## config.mk

```make
export PLATFORM = sky130hd
export DESIGN_NAME = sca_column_adder
export DESIGN_NICKNAME = d
export VERILOG_FILES = /design/src/rtl/sca_pkg.sv /design/src/rtl/sca_serial_add.sv /design/src/rtl/sca_bit_delay.sv /design/src/rtl/sca_level.sv /design/src/rtl/sca_column_adder.sv
export SDC_FILE = /design/constraint.sdc
export NUM_CORES = 1
export LEC_CHECK = 0
export ABC_CLOCK_PERIOD_IN_PS = 2000
export CAP_MARGIN = 10
export CORE_MARGIN = 4
export CORE_UTILIZATION = 45
export CTS_BUF_LIST = sky130_fd_sc_hd__clkbuf_2
export DETAILED_ROUTE_END_ITERATION = 10
export PLACE_DENSITY_LB_ADDON = 0.15
export SLEW_MARGIN = 20
export SYNTH_ARGS = -nofsm -noshare
export SYNTH_HDL_FRONTEND = slang
export SYNTH_SLANG_ARGS = --single-unit
```

## constraint.sdc

```tcl
create_clock -name clk -period 2 [get_ports clk]
set_input_delay 0.3 -clock clk [delete_from_list [all_inputs] [get_ports clk]]
set_output_delay 0.3 -clock clk [all_outputs]
set_load 0.02 [all_outputs]
```

## src/rtl/sca_pkg.sv

```systemverilog
package sca_pkg;

    // State of one registered bit-serial adder
    typedef struct packed {
        logic sum;
        logic carry;
    } sca_add_state_t;

    // Number of tree levels for n input streams
    function automatic int unsigned sca_levels(input int unsigned n);
        return $clog2(n);
    endfunction

    // Streams present at the input of level lvl (level 0 = block inputs)
    function automatic int unsigned sca_count(input int unsigned n, input int unsigned lvl);
        int unsigned c;
        c = n;
        for (int unsigned i = 0; i < lvl; i++) c = (c + 1) / 2;
        return c;
    endfunction

    // Bit offset of level lvl's streams inside the flattened lane bus
    function automatic int unsigned sca_offset(input int unsigned n, input int unsigned lvl);
        int unsigned off;
        off = 0;
        for (int unsigned i = 0; i < lvl; i++) off += sca_count(n, i);
        return off;
    endfunction

endpackage

```

## src/rtl/sca_serial_add.sv

```systemverilog
module sca_serial_add
    import sca_pkg::*;
(
    input  logic clk,
    input  logic rst,
    input  logic clr,
    input  logic a,
    input  logic b,
    output logic sum_o
);

    sca_add_state_t st_q;
    sca_add_state_t st_d;
    logic           cin;

    // A start pulse replaces the stored carry with zero on the word's LSB
    always_comb begin
        cin        = clr ? 1'b0 : st_q.carry;
        st_d.sum   = a ^ b ^ cin;
        st_d.carry = (a & b) | (cin & (a ^ b));
    end

    always_ff @(posedge clk) begin
        if (rst) st_q <= '0;
        else     st_q <= st_d;
    end

    assign sum_o = st_q.sum;

endmodule

```

## src/rtl/sca_bit_delay.sv

```systemverilog
module sca_bit_delay (
    input  logic clk,
    input  logic rst,
    input  logic d,
    output logic q
);

    always_ff @(posedge clk) begin
        if (rst) q <= 1'b0;
        else     q <= d;
    end

endmodule

```

## src/rtl/sca_level.sv

```systemverilog
module sca_level #(
    parameter int unsigned IN_CNT = 8
) (
    input  logic                      clk,
    input  logic                      rst,
    input  logic                      init_i,
    input  logic [IN_CNT-1:0]         str_i,
    output logic                      init_o,
    output logic [(IN_CNT+1)/2-1:0]   str_o
);

    localparam int unsigned OUT_CNT = (IN_CNT + 1) / 2;
    localparam int unsigned PAIRS   = IN_CNT / 2;

    for (genvar p = 0; p < PAIRS; p++) begin : g_pair
        sca_serial_add u_add (
            .clk   (clk),
            .rst   (rst),
            .clr   (init_i),
            .a     (str_i[2*p]),
            .b     (str_i[2*p+1]),
            .sum_o (str_o[p])
        );
    end

    if ((IN_CNT % 2) != 0) begin : g_odd
        sca_bit_delay u_pass (
            .clk (clk),
            .rst (rst),
            .d   (str_i[IN_CNT-1]),
            .q   (str_o[OUT_CNT-1])
        );
    end

    // Start pulse advances one level per clock, matching the data
    always_ff @(posedge clk) begin
        if (rst) init_o <= 1'b0;
        else     init_o <= init_i;
    end

endmodule

```

## src/rtl/sca_column_adder.sv

```systemverilog
module sca_column_adder
    import sca_pkg::*;
#(
    parameter int unsigned N_IN = 8
) (
    input  logic            clk,
    input  logic            rst,
    input  logic [N_IN-1:0] data_in,
    input  logic            init_in,
    output logic            sum_out,
    output logic            init_out
);

    localparam int unsigned LEVELS = sca_levels(N_IN);
    localparam int unsigned TOTAL  = sca_offset(N_IN, LEVELS) + 1;

    // Every level's streams packed back to back; the last bit is the sum
    logic [TOTAL-1:0] lane;
    logic [LEVELS:0]  init_chain;

    assign lane[N_IN-1:0] = data_in;
    assign init_chain[0]  = init_in;

    for (genvar l = 0; l < LEVELS; l++) begin : g_lvl
        localparam int unsigned CNT_I = sca_count(N_IN, l);
        localparam int unsigned CNT_O = sca_count(N_IN, l + 1);
        localparam int unsigned OFF_I = sca_offset(N_IN, l);
        localparam int unsigned OFF_O = sca_offset(N_IN, l + 1);

        sca_level #(.IN_CNT(CNT_I)) u_level (
            .clk    (clk),
            .rst    (rst),
            .init_i (init_chain[l]),
            .str_i  (lane[OFF_I +: CNT_I]),
            .init_o (init_chain[l+1]),
            .str_o  (lane[OFF_O +: CNT_O])
        );
    end

    assign sum_out  = lane[TOTAL-1];
    assign init_out = init_chain[LEVELS];

endmodule

```

After elaboration in Yosys (flattened, before gate mapping). Index checks and enable logic that the tools add are counted.

Word-level logic and storage cells: 59. Bits in latches: 0. Bits in read-only memories: 0. Output and inout bits: 2. Input bits: 11. Memory bits (writable): 0. Memories: 0. Flip-flop bits (word level): 17.

Equal/unequal tests: 0. Reductions and logical operators: 0. Shift-type cells: 0. Multiply operators: 0. Divide/modulo/power cells: 0. Bitwise logic cells: 35. $add $sub $neg: 0. Order comparisons: 0. Mux-type cells: 7.

Operators by type and width (count): AND 1 bit (14); bitwise XOR 1 bit (14); two-way mux 1 bit (7); OR 1 bit (7).

Depth between registers and ports, before layout.
Depth in word-level cells: 3. Gate-level depth with buffers: 3. Depth with buffers taken out: 3.

Cells and area by module. From an unflattened synthesis, not the netlist that was laid out.

Cells, all modules: 62. Area, all modules: 670.6 µm².

Modules (own cells, without submodules): sca_serial_add (cells an instance 8, area each 81.3 µm², times used 7, seq. area each 40.0 µm²); sca_level (cells an instance 2, area each 33.8 µm², times used 3, seq. area each 20.0 µm²).

Least setup slack after synthesis. No wires, ideal clock.

Path kind: input to register. Start: in init_in. End: reg g_lvl[0].u_level.g_pair[0].u_add.st_q (netlist bit g_lvl[0].u_level.g_pair[0].u_add.sum_o). Slack: 0.893 ns. Setup time: 0.113 ns. Data arrival time: 0.994 ns. Stages on the path: 3. Data required time: 1.887 ns. Cells stage by stage: nand2b_1 > fa_1 > nor2_4.

Word-level cells in the longest chain between the ends: 2.

RTL lines: start: declaration (RTL line sca_column_adder.sv:9) `input logic init_in,`; two-way mux 1 bit (RTL line sca_serial_add.sv:18) `cin = clr ? 1'b0 : st_q.carry;`; bitwise XOR 1 bit (RTL line sca_serial_add.sv:19) `st_d.sum = a ^ b ^ cin;`; end signal: assignment (RTL line sca_serial_add.sv:25) `else st_q <= st_d;`; end: declaration (RTL line sca_serial_add.sv:12) `sca_add_state_t st_q;`.

No other way between the ends. A chain may end at the register's enable or synchronous reset.

Worst setup path after layout.
Start: reg g_lvl[2].u_level.init_o. End: out init_out.

RTL lines: start: declaration (RTL line sca_level.sv:8) `output logic init_o,`; start signal: assignment (RTL line sca_level.sv:38) `else init_o <= init_i;`; end: declaration (RTL line sca_column_adder.sv:11) `output logic init_out`.

No word-level cell between the ends.

==> flow_summary.toml <==
[logic_synthesis]
synth_top_area_share_pct = 45.11
yosys.area_share.simple_pct = 25.21
yosys-top-cells-count = "dfxtp_1 (17), inv_1 (14), nor2_4 (10)"
synth_compound_area_share_pct = 0
ys_warn_count = 0
synth_fp_nets = 82
synth.area.top_cells = "dfxtp_1 (45%), fa_1 (19%), nor2_4 (15%)"
ys_seq_area_share_pct = 45.11
yosysTopAreaCell = "dfxtp_1"
synth_most_common_cell = "dfxtp_1"
synth_adder_area_share_pct = 18.57
synth_edf_count = 0
ys_seq_elements = 17
synth_xor_xnor_area_share_pct = 0
syn_inst = 64
synthMuxAreaShare_pct = 0
synth_top_family_by_area = "simple AND/OR/NAND/NOR gates"
synth_flop_cell = "dfxtp_1"
syn_area_sq_um = 754.5
synth-async-reset-ratio_pct = 0
ys_types = 9
syn_area_per_cell_sq_um = 11.79

[route]
antenna_left = 0
vias_per_cell = 4.337
drtIter0Drc = 3
route.detailed.drc = 0
wl_per_cell_microns = 8.526
dr.pass1.iters = 3
wirelength_microns = 810
vias = 412

[clock_tree]
numCtsBuffers = 3
holdBufCountCts = 0
clock_latency_ns = 0.28
clk_pin_slew_ns = 0.15
cts_tree = "built"
clock_tree.buffer_depth = 2
htreeDepth = 1
cts_resized = 0
post-cts-setup-buffers = 0
cts_root_buf = "clkbuf_2"
clock-sinks = 17

[floorplan]
die_h_microns = 48.95
ios = 13
die_area_sq_um = 2396
start_util_pct = 48.94
fp-row-count = 14
die_w_microns = 48.95
core_sq_um = 1541

[sta]
relSlewSlack_pct = 76.31
fin_setup_tns_ns = 0
hold_viol_final = 0
period_minus_slack_ns = 1.500
setup_violations = 0
rsz0062_at_grt = "no"
fin_skew_ns = 0.007807
slew_viol_final = 0
holdWs_ns = 0.4694
worst_slew_pin_slew_ns = 0.3553
finalCritPeriodShare_pct = 74.98
fmax_ghz = 0.6669

[layout]
fin_util_pct = 57.79
antennaDiodeCount = 0
areaGrowthSynthToFinish_pct = 18.08
drive_gt1_share_pct = 18.99
final_cell_area_sq_um = 890.9
nNetsFinal = 98

[power_and_ir_drop]
swShare_pct = 24.75
p_leak_nw = 0.3482
seq_power_share_pct = 57.9
power.combinational.fraction_pct = 18.7
switchingPower_mw = 0.1577
p_clk_share_pct = 23.4
p_per_area_nw_per_um2 = 715.3
fin_total_pwr_mw = 0.6372
power.internal_mw = 0.4795
ir_drop_uv = 366.5

[grt]
grt_max_degree = 18
grt_antenna_before_repair = 0
grt-ovfl-total = 0
grt_util_all_layers_pct = 7.746
grt_pass1_vias = 357
grt_pass1_wl_mm = 1.380

[placement]
numPortBuffers = 12
hpwl_microns = 644.6
routabilityCongestion = 0.6392
post_dp_cell_area_sq_um = 870.8

[worst_setup_path]
critPathMaxFanout = 1
worstPathArrival_ns = 1.20
crit_path_start_kind = "register"
reg2reg_depth = 3
critical_path_depth = 1
end_kind = "output pin"
critPathSlowestCell = "clkdlybuf4s50_1"
crit_chain = "clkdlybuf4s50_1"
path_buf_inv = 1
path_delay_family = "buffers and inverters"
cpPeakStageDelay_ns = 0.59
critPathRequiredTime_ns = 1.70
crit_type = "reg -> out"

[min_path]
hold_class = "reg -> reg"
whs_path_depth = 1

[job]
cap_viol_max_count = 0

[outcome]
status = "completed"
==> path summary, 6_finish.rpt <==
path	startpoint	endpoint	slack, ns
setup / recovery	g_lvl[2].u_level.init_o$_SDFF_PP0_	init_out	0.50
hold / removal	g_lvl[1].u_level.init_o$_SDFF_PP0_	g_lvl[2].u_level.init_o$_SDFF_PP0_	0.47
setup reg to reg	g_lvl[1].u_level.init_o$_SDFF_PP0_	g_lvl[2].u_level.g_pair[0].u_add.sum_o$_SDFF_PP0_	0.82
hold reg to reg	g_lvl[1].u_level.init_o$_SDFF_PP0_	g_lvl[2].u_level.init_o$_SDFF_PP0_	0.47
==> placed cells by master (no fill, tap or decap), drive strengths merged <==
cell / count
nor2b: 3
clkdlybuf4s50: 12
nand2b: 7
clkbuf: 4
inv: 14
nor2: 14
dfxtp: 17
fa: 7
buf: 1
==> power by group through the flow <==
stage	Clock, mW	Sequential (mW)	Combinational (mW)
finish	0.149	0.369	0.119
global route	0.177	0.372	0.132
CTS	0.161	0.370	0.122
detailed placement	0	0.377	0.121
global placement	0	0.377	0.120
floorplan	0	0.381	0.0865
==> cells by family (layout without fill, tap and decap cells) <==
kind of cell               after synthesis  after routing
and+or+nand+nor                         24             24
DFF                                     17             17
buffers and inverters                   16             31
adders and majority gates                7              7
==> sequential cells by signal, indices dropped and copies added (netlist names) <==
| register | flops |
|---|---|
| g_lvl.u_level.g_pair.u_add.sum_o | 7 |
| g_lvl.u_level.g_pair.u_add.st_q | 7 |
| g_lvl.u_level.init_o | 3 |
==> metrics by stage <==
stage          instances  setup slack (ns)
2_1_floorplan         64            0.8930
3_3_place_gp          91            0.3719
3_5_place_dp          91            0.3640
4_1_cts               95            0.4675
5_1_grt               95            0.4201
6_report              95            0.5005
==> layer usage <==
metal	vias up	GRT usage, %	wire length, microns
li1	207	-	-
met1	196	7.457	302
met2	9	12.83	455
met3	0	3.670	52
met4	0	5.381	0
met5	-	0	0
==> area by class of cell <==
type | instances | area, sq um
flip-flops and latches | 17 | 340.3
clock buffers | 4 | 20.02
fillers | 134 | 650.6
well taps | 16 | 20.02
multi-input cells | 31 | 330.3
repair buffers | 13 | 127.6
inverters | 14 | 52.55
No activity file was read; power rests on OpenSTA's default activity.
